<file path="src/rtl/hsk_pkg.sv">
package hsk_pkg;
  localparam int BYTE_W = 8;
  typedef logic [BYTE_W-1:0] byte_t;

  typedef enum logic [2:0] {
    RA_PORT   = 3'd0,
    RA_SHIFT  = 3'd1,
    RA_AUX    = 3'd2,
    RA_FLAG   = 3'd3,
    RA_ENABLE = 3'd4
  } reg_addr_e;

  localparam int PB_REQ_BIT    = 3;
  localparam int PB_ACK_BIT    = 4;
  localparam int PB_TIP_BIT    = 5;
  localparam int AUX_DIR_BIT   = 4;
  localparam int FLG_SHIFT_BIT = 2;
  localparam int FLG_ANY_BIT   = 7;
  localparam int EN_SETCLR_BIT = 7;
  localparam int EN_W          = 7;
endpackage

</file>
<file path="src/rtl/hsk_host_regs.sv">
module hsk_host_regs
  import hsk_pkg::*;
(
  input  logic            clk,
  input  logic            rst_n,
  input  logic            we,
  input  logic [2:0]      addr,
  input  byte_t           wdata,
  output byte_t           port_q,
  output byte_t           aux_q,
  output logic [EN_W-1:0] en_q,
  output logic            hs_change,
  output logic            dir_out,
  output logic            dir_fall
);
  logic [1:0] hs_now;
  logic [1:0] hs_prev;
  logic       dir_prev;

  assign hs_now    = {port_q[PB_TIP_BIT], port_q[PB_ACK_BIT]};
  assign hs_change = (hs_now != hs_prev);
  assign dir_out   = aux_q[AUX_DIR_BIT];
  assign dir_fall  = dir_prev & ~dir_out;

  always_ff @(posedge clk or negedge rst_n) begin
    if (!rst_n) begin
      port_q   <= '1;
      aux_q    <= '0;
      en_q     <= '0;
      hs_prev  <= 2'b11;
      dir_prev <= 1'b0;
    end else begin
      if (we) begin
        case (reg_addr_e'(addr))
          RA_PORT: port_q <= wdata;
          RA_AUX:  aux_q  <= wdata;
          RA_ENABLE: begin
            if (wdata[EN_SETCLR_BIT]) en_q <= en_q | wdata[EN_W-1:0];
            else                      en_q <= en_q & ~wdata[EN_W-1:0];
          end
          default: ;
        endcase
      end
      hs_prev  <= hs_now;
      dir_prev <= dir_out;
    end
  end
endmodule

</file>
<file path="src/rtl/hsk_reply_buf.sv">
module hsk_reply_buf
  import hsk_pkg::*;
#(
  parameter int DEPTH = 128
) (
  input  logic  clk,
  input  logic  rst_n,
  input  logic  in_valid,
  output logic  in_ready,
  input  byte_t in_data,
  input  logic  in_last,
  input  logic  take,
  output logic  avail,
  output byte_t head
);
  localparam int AW = $clog2(DEPTH);
  localparam int IW = $clog2(DEPTH + 1);

  byte_t         mem [DEPTH];
  logic [IW-1:0] rd_idx;
  logic [IW-1:0] len_q;
  logic [IW-1:0] wr_cnt;
  logic          accept;
  logic          keep;

  assign avail    = (rd_idx < len_q);
  assign in_ready = ~avail;
  assign head     = mem[rd_idx[AW-1:0]];
  assign accept   = in_valid & in_ready;
  assign keep     = accept & (wr_cnt < IW'(DEPTH));

  always_ff @(posedge clk) begin
    if (keep) mem[wr_cnt[AW-1:0]] <= in_data;
  end

  always_ff @(posedge clk or negedge rst_n) begin
    if (!rst_n) begin
      rd_idx <= '0;
      len_q  <= '0;
      wr_cnt <= '0;
    end else if (accept) begin
      if (in_last) begin
        len_q  <= keep ? wr_cnt + IW'(1) : wr_cnt;
        rd_idx <= '0;
        wr_cnt <= '0;
      end else if (keep) begin
        wr_cnt <= wr_cnt + IW'(1);
      end
    end else if (take && avail) begin
      rd_idx <= rd_idx + IW'(1);
    end
  end
endmodule

</file>
<file path="src/rtl/hsk_capture_buf.sv">
module hsk_capture_buf
  import hsk_pkg::*;
#(
  parameter int DEPTH = 16
) (
  input  logic  clk,
  input  logic  rst_n,
  input  logic  cap,
  input  byte_t cap_data,
  input  logic  close,
  output logic  stored,
  output logic  done,
  output logic  out_valid,
  input  logic  out_ready,
  output byte_t out_data,
  output logic  out_last
);
  localparam int AW = $clog2(DEPTH);
  localparam int CW = $clog2(DEPTH + 1);

  byte_t         mem [DEPTH];
  logic [CW-1:0] cnt;
  logic [CW-1:0] dlen;
  logic [AW-1:0] didx;
  logic          draining;

  assign stored    = cap & ~draining & (cnt < CW'(DEPTH));
  assign done      = close & (cnt != '0);
  assign out_valid = draining;
  assign out_data  = mem[didx];
  assign out_last  = (CW'(didx) + CW'(1)) == dlen;

  always_ff @(posedge clk) begin
    if (stored) mem[cnt[AW-1:0]] <= cap_data;
  end

  always_ff @(posedge clk or negedge rst_n) begin
    if (!rst_n) begin
      cnt      <= '0;
      dlen     <= '0;
      didx     <= '0;
      draining <= 1'b0;
    end else begin
      if (close)       cnt <= '0;
      else if (stored) cnt <= cnt + CW'(1);

      if (done) begin
        draining <= 1'b1;
        dlen     <= cnt;
        didx     <= '0;
      end else if (out_valid && out_ready) begin
        if (out_last) draining <= 1'b0;
        else          didx     <= didx + AW'(1);
      end
    end
  end
endmodule

</file>
<file path="src/rtl/hsk_byte_shifter.sv">
module hsk_byte_shifter
  import hsk_pkg::*;
#(
  parameter int REPLY_DEPTH = 128,
  parameter int CAPT_DEPTH  = 16
) (
  input  logic       clk,
  input  logic       rst_n,
  input  logic       host_we,
  input  logic       host_re,
  input  logic [2:0] host_addr,
  input  logic [7:0] host_wdata,
  output logic [7:0] host_rdata,
  input  logic       rpl_valid,
  output logic       rpl_ready,
  input  logic [7:0] rpl_data,
  input  logic       rpl_last,
  output logic       pkt_valid,
  input  logic       pkt_ready,
  output logic [7:0] pkt_data,
  output logic       pkt_last,
  output logic       pkt_done,
  output logic       treq_n,
  output logic       irq
);
  byte_t           port_q;
  byte_t           aux_q;
  logic [EN_W-1:0] en_q;
  logic            hs_change;
  logic            dir_out;
  logic            dir_fall;
  logic            avail;
  byte_t           head;
  logic            move_in;
  logic            cap;
  logic            stored;
  byte_t           sr_q;
  logic            flag_q;
  logic            sr_read;

  hsk_host_regs u_regs (
    .clk(clk), .rst_n(rst_n), .we(host_we), .addr(host_addr),
    .wdata(host_wdata), .port_q(port_q), .aux_q(aux_q), .en_q(en_q),
    .hs_change(hs_change), .dir_out(dir_out), .dir_fall(dir_fall)
  );

  hsk_reply_buf #(.DEPTH(REPLY_DEPTH)) u_reply (
    .clk(clk), .rst_n(rst_n), .in_valid(rpl_valid), .in_ready(rpl_ready),
    .in_data(rpl_data), .in_last(rpl_last), .take(move_in),
    .avail(avail), .head(head)
  );

  hsk_capture_buf #(.DEPTH(CAPT_DEPTH)) u_capt (
    .clk(clk), .rst_n(rst_n), .cap(cap), .cap_data(sr_q), .close(dir_fall),
    .stored(stored), .done(pkt_done), .out_valid(pkt_valid),
    .out_ready(pkt_ready), .out_data(pkt_data), .out_last(pkt_last)
  );

  assign move_in = hs_change & ~dir_out & avail;
  assign cap     = hs_change & dir_out;
  assign treq_n  = ~avail;
  assign sr_read = host_re & (host_addr == RA_SHIFT);
  assign irq     = flag_q & en_q[FLG_SHIFT_BIT];

  always_ff @(posedge clk or negedge rst_n) begin
    if (!rst_n) begin
      sr_q   <= '0;
      flag_q <= 1'b0;
    end else begin
      if (move_in)                                   sr_q <= head;
      else if (host_we && host_addr == RA_SHIFT)     sr_q <= host_wdata;

      if (move_in || stored) flag_q <= 1'b1;
      else if (sr_read)      flag_q <= 1'b0;
    end
  end

  always_comb begin
    host_rdata = '0;
    case (reg_addr_e'(host_addr))
      RA_PORT: begin
        host_rdata             = port_q;
        host_rdata[PB_REQ_BIT] = treq_n;
      end
      RA_SHIFT: host_rdata = sr_q;
      RA_AUX:   host_rdata = aux_q;
      RA_FLAG: begin
        host_rdata[FLG_SHIFT_BIT] = flag_q;
        host_rdata[FLG_ANY_BIT]   = irq;
      end
      RA_ENABLE: host_rdata = {1'b0, en_q};
      default:   host_rdata = '0;
    endcase
  end
endmodule

</file>
<file path="config.mk">
export PLATFORM = sky130hd
export DESIGN_NAME = hsk_byte_shifter
export DESIGN_NICKNAME = d
export VERILOG_FILES = /design/src/rtl/hsk_pkg.sv /design/src/rtl/hsk_host_regs.sv /design/src/rtl/hsk_reply_buf.sv /design/src/rtl/hsk_capture_buf.sv /design/src/rtl/hsk_byte_shifter.sv
export SDC_FILE = /design/constraint.sdc
export NUM_CORES = 1
export LEC_CHECK = 0
export BUFFER_PORTS_ARGS = -buffer_cell sky130_fd_sc_hd__buf_4
export CAP_MARGIN = 15
export CORE_ASPECT_RATIO = 0.9
export CORE_UTILIZATION = 65
export CTS_CLUSTER_SIZE = 14
export DETAILED_ROUTE_END_ITERATION = 8
export PLACE_DENSITY = 0.85
export SLEW_MARGIN = 20
export SYNTH_ARGS = -nofsm -noshare
export SYNTH_HDL_FRONTEND = slang
export SYNTH_SLANG_ARGS = --single-unit
</file>
<file path="constraint.sdc">
create_clock -name clk -period 6.9 [get_ports clk]
set_input_delay 0.69 -clock clk [delete_from_list [all_inputs] [get_ports clk]]
set_output_delay 0.69 -clock clk [all_outputs]
set_load 0.02 [all_outputs]
</file>
-- Word-level counts from Yosys, hierarchy flattened
Memories as Yosys holds them, arrays and structs flattened.
Index checks and enable logic that the tools add are counted.
- add/sub/neg operators: 5
- order comparisons: 3
- eq/ne operators: 8
- muxes and demuxes: 26
- bitwise operators: 17
- reductions and logical operators: 19
- operators with widths (cell ; count):
    $mux 8 ; 7
    $add 8x1->8 const B ; 2
    $pmux 4 s4 ; 1
    $reduce_and 2->1 ; 7
    $mux 4 ; 3
    $reduce_bool 2->1 ; 6
    $and 1x1->1 ; 11
    $mux 5 ; 2
    $mux 1 ; 9
    $lt 8x8->1 ; 1
    $lt 8x8->1 const B ; 1
    $pmux 2 s4 ; 1
    $and 7x7->7 ; 1
    $mux 7 ; 1
    $not 7->7 ; 1
    $or 7x7->7 ; 1
    $eq 3x2->1 const B ; 2
    $add 4x1->5 const B ; 1
    $add 5x1->5 const B ; 1
    $eq 5x5->1 ; 1
    $lt 5x5->1 const B ; 1
    $pmux 1 s5 ; 1
    $reduce_bool 5->1 ; 1
    $add 4x1->4 const B ; 1
    other kinds (10) ; 14
- register bits: 74
- memory bits (writable): 1152
- output and inout bits: 22
- memories kept: 2
- memories (memory ; depth ; bits a word ; read ports ; clocked after Yosys merged registers in ; wr ports ; line ; source):
    u_reply.mem ; 128 ; 8 ; 1 ; 0 ; 1 ; hsk_reply_buf.sv:19 ; byte_t mem [DEPTH];
    u_capt.mem ; 16 ; 8 ; 1 ; 0 ; 1 ; hsk_capture_buf.sv:21 ; byte_t mem [DEPTH];

-- Depth between registers and ports, before layout
Gate-level depths: netlist (run 1).
- depth in word-level cells: 6
- mapped depth: 12
- gate-level depth less buffers: 8

-- Modules after synthesis
Synthesis (run 1) repeated with hierarchy kept, for this count alone.
- cell total of the unflattened synthesis: 2595
- area, all modules: 49257.2 um^2
- modules (own cells, without submodules) (module ; instances ; cells each ; area each (um^2) ; sequential area each (um^2)):
    hsk_reply_buf ; 1 ; 2086 ; 41518.6 ; 31350.1
    hsk_capture_buf ; 1 ; 363 ; 5972.0 ; 4219.0
    hsk_host_regs ; 1 ; 66 ; 1039.7 ; 663.1
    hsk_byte_shifter ; 1 ; 80 ; 726.9 ; 225.2

-- Worst setup path after synthesis (run 1)
Ideal clock, no wire load.
- kind: register -> output
- start point: reg u_reply.rd_idx[2]
- end point: out host_rdata[3]
- data arrival time: 2248 ps
- required time: 6210 ps
- slack: 3962 ps
- stages on the path, launching flop included: 8
- path buffers: 0
- cells stage by stage: dfrtp_1 ha_1 o21ai_0 o21bai_1 a21oi_1 o21ai_0 a222oi_1 o21ai_0
- longest elaborated chain between the ends: 3
- RTL lines (element ; line ; source):
    start: declaration ; hsk_reply_buf.sv:20 ; logic [IW-1:0] rd_idx;
    start signal: assignment ; hsk_reply_buf.sv:50 ; rd_idx <= rd_idx + IW'(1);
    $lt 8x8->1 ; hsk_reply_buf.sv:26 ; assign avail = (rd_idx < len_q);
    $not 1->1 ; n/a ;
    via rpl_ready ; hsk_byte_shifter.sv:15 ; output logic rpl_ready,
    $pmux 4 s4 ; hsk_byte_shifter.sv:80 ; case (reg_addr_e'(host_addr))
    end: declaration ; hsk_byte_shifter.sv:13 ; output logic [7:0] host_rdata,
The timed path passes the listed nets, and every way through them passes these cells.

-- Final worst setup path (run 1)
- start point: reg u_reply.rd_idx[1]
- end point: reg sr_q[5]
- longest elaborated chain between the ends: 3
- RTL lines (element ; line ; source):
    branches (longest 3 deep; another with $mem_v2 128x8) ; n/a ;
    end signal: assignment ; hsk_byte_shifter.sv:71 ; else if (host_we && host_addr == RA_SHIFT) sr_q <= host_wdata;
    end: declaration ; hsk_byte_shifter.sv:37 ; byte_t sr_q;
Several ways; the timed one is not identified.
A chain may end at the register's enable or synchronous reset.

==> results of run 1 <==
==> stage by stage <==
step	instances	worst slack, ns	cell area (um2)
CTS	3764	2.32	53900
finish	3764	2.39	53900
detailed placement	3550	2.46	50100
floorplan	2645	3.96	49200
global placement	3550	2.54	50100
global route	3764	2.37	53900
==> synth_stat cells, drive strengths merged, types with 7 or more instances <==
cell type,n
nor3,19
a22oi,133
xnor2,9
a21oi,61
clkbuf,68
a211oi,8
and2,16
nand3,35
inv,18
a221o,7
dfstp,9
buf,85
nor2b,18
nor2,175
edfxtp,1152
nand2,73
dfrtp,64
mux4,174
and3,11
mux2,34
o22ai,7
ha,14
o21ai,59
a22o,12
a221oi,15
xor2,10
mux2i,298
==> layout by cell type, fill, tap and decap left out, types with 15 or more instances in the layout <==
cell type	instances
nand3_1	35
clkinv_2	22
nor2b_1	16
mux2_2	34
and2_1	15
dfrtp_1	61
nand2_1	73
clkinv_1	23
o21ai_0	53
clkbuf_16	115
a21oi_1	61
mux2i_1	298
inv_1	18
nor2_1	170
buf_4	86
a22oi_1	133
edfxtp_1	1152
mux4_2	160
clkbuf_1	25
nor3_1	18
==> metal layers <==
layer  track usage, %  share of wire (%)  vias to the layer above
met5                0             0.0087                        -
met4             10.5                3.8                        2
li1                 -                  -                    10800
met3             6.46                 12                      333
met2             47.6                 48                     2024
met1             43.2                 37                    13400
==> cell type report <==
| type | count | area [um2] |
|---|---|---|
| timing repair buffer | 89 | 687 |
| fill | 4035 | 20900 |
| multi-input combinational | 1247 | 11700 |
| clock buffer | 144 | 3030 |
| inverter | 20 | 75.1 |
| tap | 970 | 1210 |
| sequential | 1225 | 36400 |
| clock inverter | 69 | 761 |
==> critical path: stages, from the launching register on <==
cell	delay, ns
dfrtp_4	0.74
buf_4	0.57
buf_4	0.89
nor2b_4	0.31
buf_4	0.41
a22oi_1	0.27
a21oi_1	0.14
nor3_1	0.44
a22oi_1	0.25
a221oi_1	0.32
==> power by group <==
group / total [mW] / switching [mW] / leakage [nW] / internal [mW]
Combinational: 5.70 / 3.41 / 4.78 / 2.30
Clock: 6.36 / 2.73 / 1.85 / 3.64
Sequential: 8.80 / 0.369 / 11.2 / 8.43
==> flip-flops by register name, indices dropped and copies added (netlist names), 7 cells and up, named ones only <==
signal          cells
sr_q                8
u_reply.len_q       8
u_regs.port_q       7
u_capt.mem        128
u_regs.aux_q        8
u_reply.wr_cnt      8
u_reply.mem      1024
u_reply.rd_idx      8
==> cells by family (layout without fill, tap and decap cells) <==
family | after synthesis | in the layout | synth area share, %
AOI/OAI and AO/OA | 334 | 334 | 4.65
xor gates and xnor gates | 19 | 19 | 0.338
adders and majority gates | 14 | 14 | 0.356
buffers and inverters | 173 | 322 | 2.22
DFF | 1225 | 1225 | 74.1
muxes | 506 | 506 | 14.9
and+or+nand+nor | 374 | 374 | 3.43
==> worst min path at each step <==
stage and to:
5_1_grt u_regs.aux_q[0]$_DFFE_PN0P_, 3_3_place_gp u_regs.hs_prev[0]$_DFF_PN1_, 3_5_place_dp u_regs.hs_prev[0]$_DFF_PN1_, 6_report u_regs.aux_q[0]$_DFFE_PN0P_, 4_1_cts u_regs.aux_q[0]$_DFFE_PN0P_, 2_1_floorplan u_regs.hs_prev[0]$_DFF_PN1_
==> results.md, run 1 <==
* First-pass GRT wire length at 172000 um
* Critical Path Fanout Max at 70
* Average size of a mapped cell at 18.6 um2
* Area growth syn-to-layout at 9.60%
* Initial Util at 65.8%
* Setup Skew at 0.0401 ns
* Post-CTS sizing at 0
* Layout cell share with drive strength beyond 1 at 17.0%
* Max Cap Viol at 0
* Worst-margin pin slew at 1.15 ns
* Hold path startpoint: host_wdata[0]
* RR Endpoint: sr_q[5]$_DFFE_PN0P_
* Slew Limit Fails at 0
* #FFs+latches synth at 1225
* Ant. Diodes at 0
* Worst Setup End Kind: register
* Crit path to: sr_q[5]$_DFFE_PN0P_
* Yosys cell types at 65
* Worst reg-to-reg path cell count at 9
* DRT antenna net count at 0
* Routability cong. at 0.917
* Fmax at 0.221 GHz
* Clock-pin slew on the worst setup and hold paths at 0.06 ns
* Critical path startpoint category: register
* Synth top area share at 70.3%
* Final Cycle Share at 65.4%
* Worst-Skew Late Latency at 0.69 ns
* Primary FF master, synth: edfxtp_1
* Floorplan die height at 263 um
* Hold Path Depth at 2
* Overall power at 20.9 mW
* Post-layout util at 72.1%
* Largest net degree at the start of global routing at 92
* Mapped Cells at 2645
* Clock tree buffer depth at 3
* Req. time, crit path at 7.47 ns
* EDFF count, synth at 1152
* TNS Setup at 0 ns
* Wire per inst at 30.6 um
* CP Launch Point: u_reply.rd_idx[1]$_DFFE_PN0P_
* Synth area leaders: edfxtp_1, mux4_2, mux2i_1
* Pleak at 17.9 nW
* Number of global-route vias before repair at 26400
* I/O pins at 48
* Crit Path Category: register to register
* CORE AREA at 74800 um2
* CTS Buf Count at 114
* Synthesis warning total at 0
* Minimum clock period at 4.51 ns
* Violated checks: design-rule violations
* Reg2Reg Setup Slack at 2.39 ns
* FFs w/ async S/R, synth at 5.96%
* Grt ovf at 0
* All-Layer GR Usage at 30.4%
* Hold slack at 0.262 ns
* Final Hold Fails at 0
* Die area at 76800 um2
* Residual DRC count at 22
* Post-Syn Area at 49200 um2
* Syn Nets at 2685
* # hold bufs at CTS at 1
* Total iterations of the first detailed-routing run at 9
* Vias per cell at 7.05
* # nets final at 2737
* CTS Root Buffer Type: clkbuf_16
* Vias at 26500
* Max_slew headroom at 22.9%
* R2r startpoint: u_reply.rd_idx[1]$_DFFE_PN0P_
* WP data arrival at 5.08 ns
* Yosys top cell by area: edfxtp_1
* Die X at 292 um
* Register area share after synthesis at 74.1%
* Dpl hpwl at 68100 um
* Depth of the CTS H-tree at 3
* Peak VDD IR at 0.000299 V
* RSZ-0062 raised after global routing: false
* WL final at 115000 um
* Initial antenna violation count at 2
* Outcome: complete, but fails checks
* # clock sinks at 1225
* HP Class: primary input to register
* Setup Buffers After CTS at 0
* Iteration-0 DRC Markers at 3862
* # rows at 95
* Setup violations, final at 0
* PortBufs at 47
* PwrDens at 387 nW/um2
* TritonCTS clock tree: done
(Power assumes the default switching activity.)
==> run 2, diff against run 1 <==
--- a/config.mk
+++ b/config.mk
@@ -8,10 +8,10 @@
 export BUFFER_PORTS_ARGS = -buffer_cell sky130_fd_sc_hd__buf_4
 export CAP_MARGIN = 15
 export CORE_ASPECT_RATIO = 0.9
-export CORE_UTILIZATION = 65
+export CORE_UTILIZATION = 63
 export CTS_CLUSTER_SIZE = 14
 export DETAILED_ROUTE_END_ITERATION = 8
-export PLACE_DENSITY = 0.85
+export PLACE_DENSITY = 0.82
 export SLEW_MARGIN = 20
 export SYNTH_ARGS = -nofsm -noshare
 export SYNTH_HDL_FRONTEND = slang
==> constraint.sdc (replaced) <==
create_clock -name clk -period 4.7 [get_ports clk]
set_input_delay 0.47 -clock clk [delete_from_list [all_inputs] [get_ports clk]]
set_output_delay 0.47 -clock clk [all_outputs]
set_load 0.02 [all_outputs]
==> run 2 against run 1 <==
The run now ends clean. Largest cell class unchanged. First-iteration DRC count decreased by 1.0%. Highest routed layer unchanged. Clock power increased by 48%. Clock-buffer cell count decreased by 8.
==> results.md, run 2 (synthesis results as in run 1) <==
* Number of global-route vias before repair at 26300 (-0.67%)
* Clock-pin slew on the worst setup and hold paths at 0.07 ns (about the same)
* Worst Setup End Kind: primary output
* Minimum clock period at 3.81 ns
* Final WS setup at 0.892 ns (-1.49 ns)
* Critical path startpoint category: register
* CTS Root Buffer Type: clkbuf_16
* Residual DRC count at 0 (-100%)
* TNS Setup at 0 ns (unchanged)
* Worst-margin pin slew at 1.19 ns (+0.0357 ns)
* Max reg flops at 1024 (unchanged)
* Critical Path Fanout Max at 12 (-83%)
* Layout cell share with drive strength beyond 1 at 17.2% (+0.18 points)
* WP data arrival at 3.34 ns (-1.74 ns)
* Final Cycle Share at 81.0%
* TritonCTS clock tree: done
* HP Class: primary input to register
* Initial Util at 64.1% (-1.7 points)
* # nets final at 2746 (+0.33%)
* Largest net degree at the start of global routing at 150 (+63%)
* Outcome: completed
* PortBufs at 47 (unchanged)
* WL final at 117000 um (+1.3%)
* Depth of the CTS H-tree at 3 (unchanged)
* DRT antenna net count at 0 (unchanged)
* RSZ-0062 raised after global routing: false
* Die X at 297 um (+1.6%)
* Most frequent cells in the layout: edfxtp_1, mux2i_1, nor2_1
* Pleak at 17.9 nW (+0.37%)
* Wire per inst at 30.5 um (-0.62%)
* Dpl hpwl at 67400 um (-0.99%)
* Commonest non-fill, non-tap cell in the layout: edfxtp_1
* Routability cong. at 0.894 (-2.6%)
* CORE AREA at 76800 um2 (+2.7%)
* CTS Buf Count at 115 (+0.88%)
* Crit Path Category: register to primary output
* Setup Buffers After CTS at 0 (unchanged)
* Setup violations, final at 0 (unchanged)
* PwrDens at 569 nW/um2 (+47%)
* Total iterations of the first detailed-routing run at 7 (-2)
* Slew Limit Fails at 0 (unchanged)
* Worst-Skew Late Latency at 0.69 ns (about the same)
* I/O pins at 48 (unchanged)
* Floorplan die height at 267 um (+1.6%)
* Final Hold Fails at 0 (unchanged)
* Die area at 79200 um2 (+3.2%)
* Setup Skew at 0.0275 ns (-0.0125 ns)
* Post-layout util at 70.5% (-1.6 points)
* Hold slack at 0.0679 ns (-0.194 ns)
* Vias at 26400 (-0.54%)
* Fmax at 0.263 GHz
* Max_slew headroom at 20.7% (-2.2 points)
* Req. time, crit path at 4.23 ns (-3.24 ns)
* Iteration-0 DRC Markers at 3822 (-1.0%)
* # rows at 96 (+1.1%)
* Post-CTS sizing at 0 (unchanged)
* First-pass GRT wire length at 172000 um (+0.21%)
* Area growth syn-to-layout at 10.0%
* Post-placement worst setup slack at 0.983 ns (-1.48 ns)
* Vias per cell at 6.88 (-2.4%)
* All-Layer GR Usage at 30.0% (-0.36 points)
* Clock tree buffer depth at 3 (unchanged)
* Max Cap Viol at 0 (unchanged)
* Initial antenna violation count at 5 (+3)
* Grt ovf at 0 (unchanged)
* Peak VDD IR at 0.000800 V (+170%)
* # clock sinks at 1225 (unchanged)
run 2: cell types whose count changed in the layout (fill, tap and decap cells not counted), sizes merged:
cell / before / now
buf: 88 / 96
bufinv: 14 / 16
clkbuf: 144 / 136
clkinv: 49 / 58
clkinvlp: 2 / 4
diode: 0 / 1
inv: 24 / 22
run 2: through the flow:
stage | power [mW] | cell area (um2) | cells
after floorplan | 18.9 | 49200 | 2645
final | 30.8 | 54100 | 3835
after global routing | 31.6 | 54100 | 3834
after CTS | 30.7 | 54100 | 3834
after global placement | 21.1 | 50300 | 3617
after detailed placement | 21.3 | 50300 | 3617
run 2: path summary, 6_finish.rpt:
check,from,to,slack (ns),cells past startpoint
max,u_reply.rd_idx[6]$_DFFE_PN0P_,host_rdata[3],0.89,7
min,host_wdata[3],u_regs.aux_q[3]$_DFFE_PN0P_,0.07,2
max reg2reg,u_reply.rd_idx[0]$_DFFE_PN0P_,sr_q[4]$_DFFE_PN0P_,0.91,7
min reg2reg,u_regs.port_q[5]$_DFFE_PN1P_,u_regs.hs_prev[1]$_DFF_PN1_,0.39,0
max in group asynchronous,rst_n,u_reply.rd_idx[1]$_DFFE_PN0P_,3.35,3
min in group asynchronous,rst_n,u_regs.aux_q[5]$_DFFE_PN0P_,0.24,2
run 2: timing repair:
item	CTS	global route
endpoints found under the hold margin	25	0
hold buffers	1	0
endpoints found under the setup margin	0	0
run 2: per-layer routing:
layer,wire [um],part of all wire (%),track usage (%),vias to the layer above
met1,42900,37,41.6,13400
met3,14400,12,7.79,311
li1,-,-,-,10800
met4,3820,3.3,9.99,6
met5,40,0.034,0,-
met2,55700,48,47.1,1906
run 2: worst max-delay path: stages, from the launching register on:
cell	delay [ns]
dfrtp_1	0.60
ha_1	0.34
a21o_1	0.20
a21oi_1	0.39
o21ai_1	0.43
a222oi_1	0.37
o21ai_0	0.15
buf_4	0.18
run 2: final cells by class:
cell class | count | area (um2)
Sequential cell | 1225 | 36400
Fill cell | 4441 | 22600
Multi-Input combinational cell | 1247 | 11700
Clock buffer | 136 | 3000
Tap cell | 1029 | 1290
Clock inverter | 80 | 818
Timing Repair Buffer | 97 | 793
Inverter | 20 | 75.1
Antenna cell | 1 | 2.50
run 2: report_power, final:
part	total, mW	internal [mW]	switching, mW
logic	8.51	3.46	5.05
registers	12.9	12.4	0.495
clock network	9.43	5.43	4.00
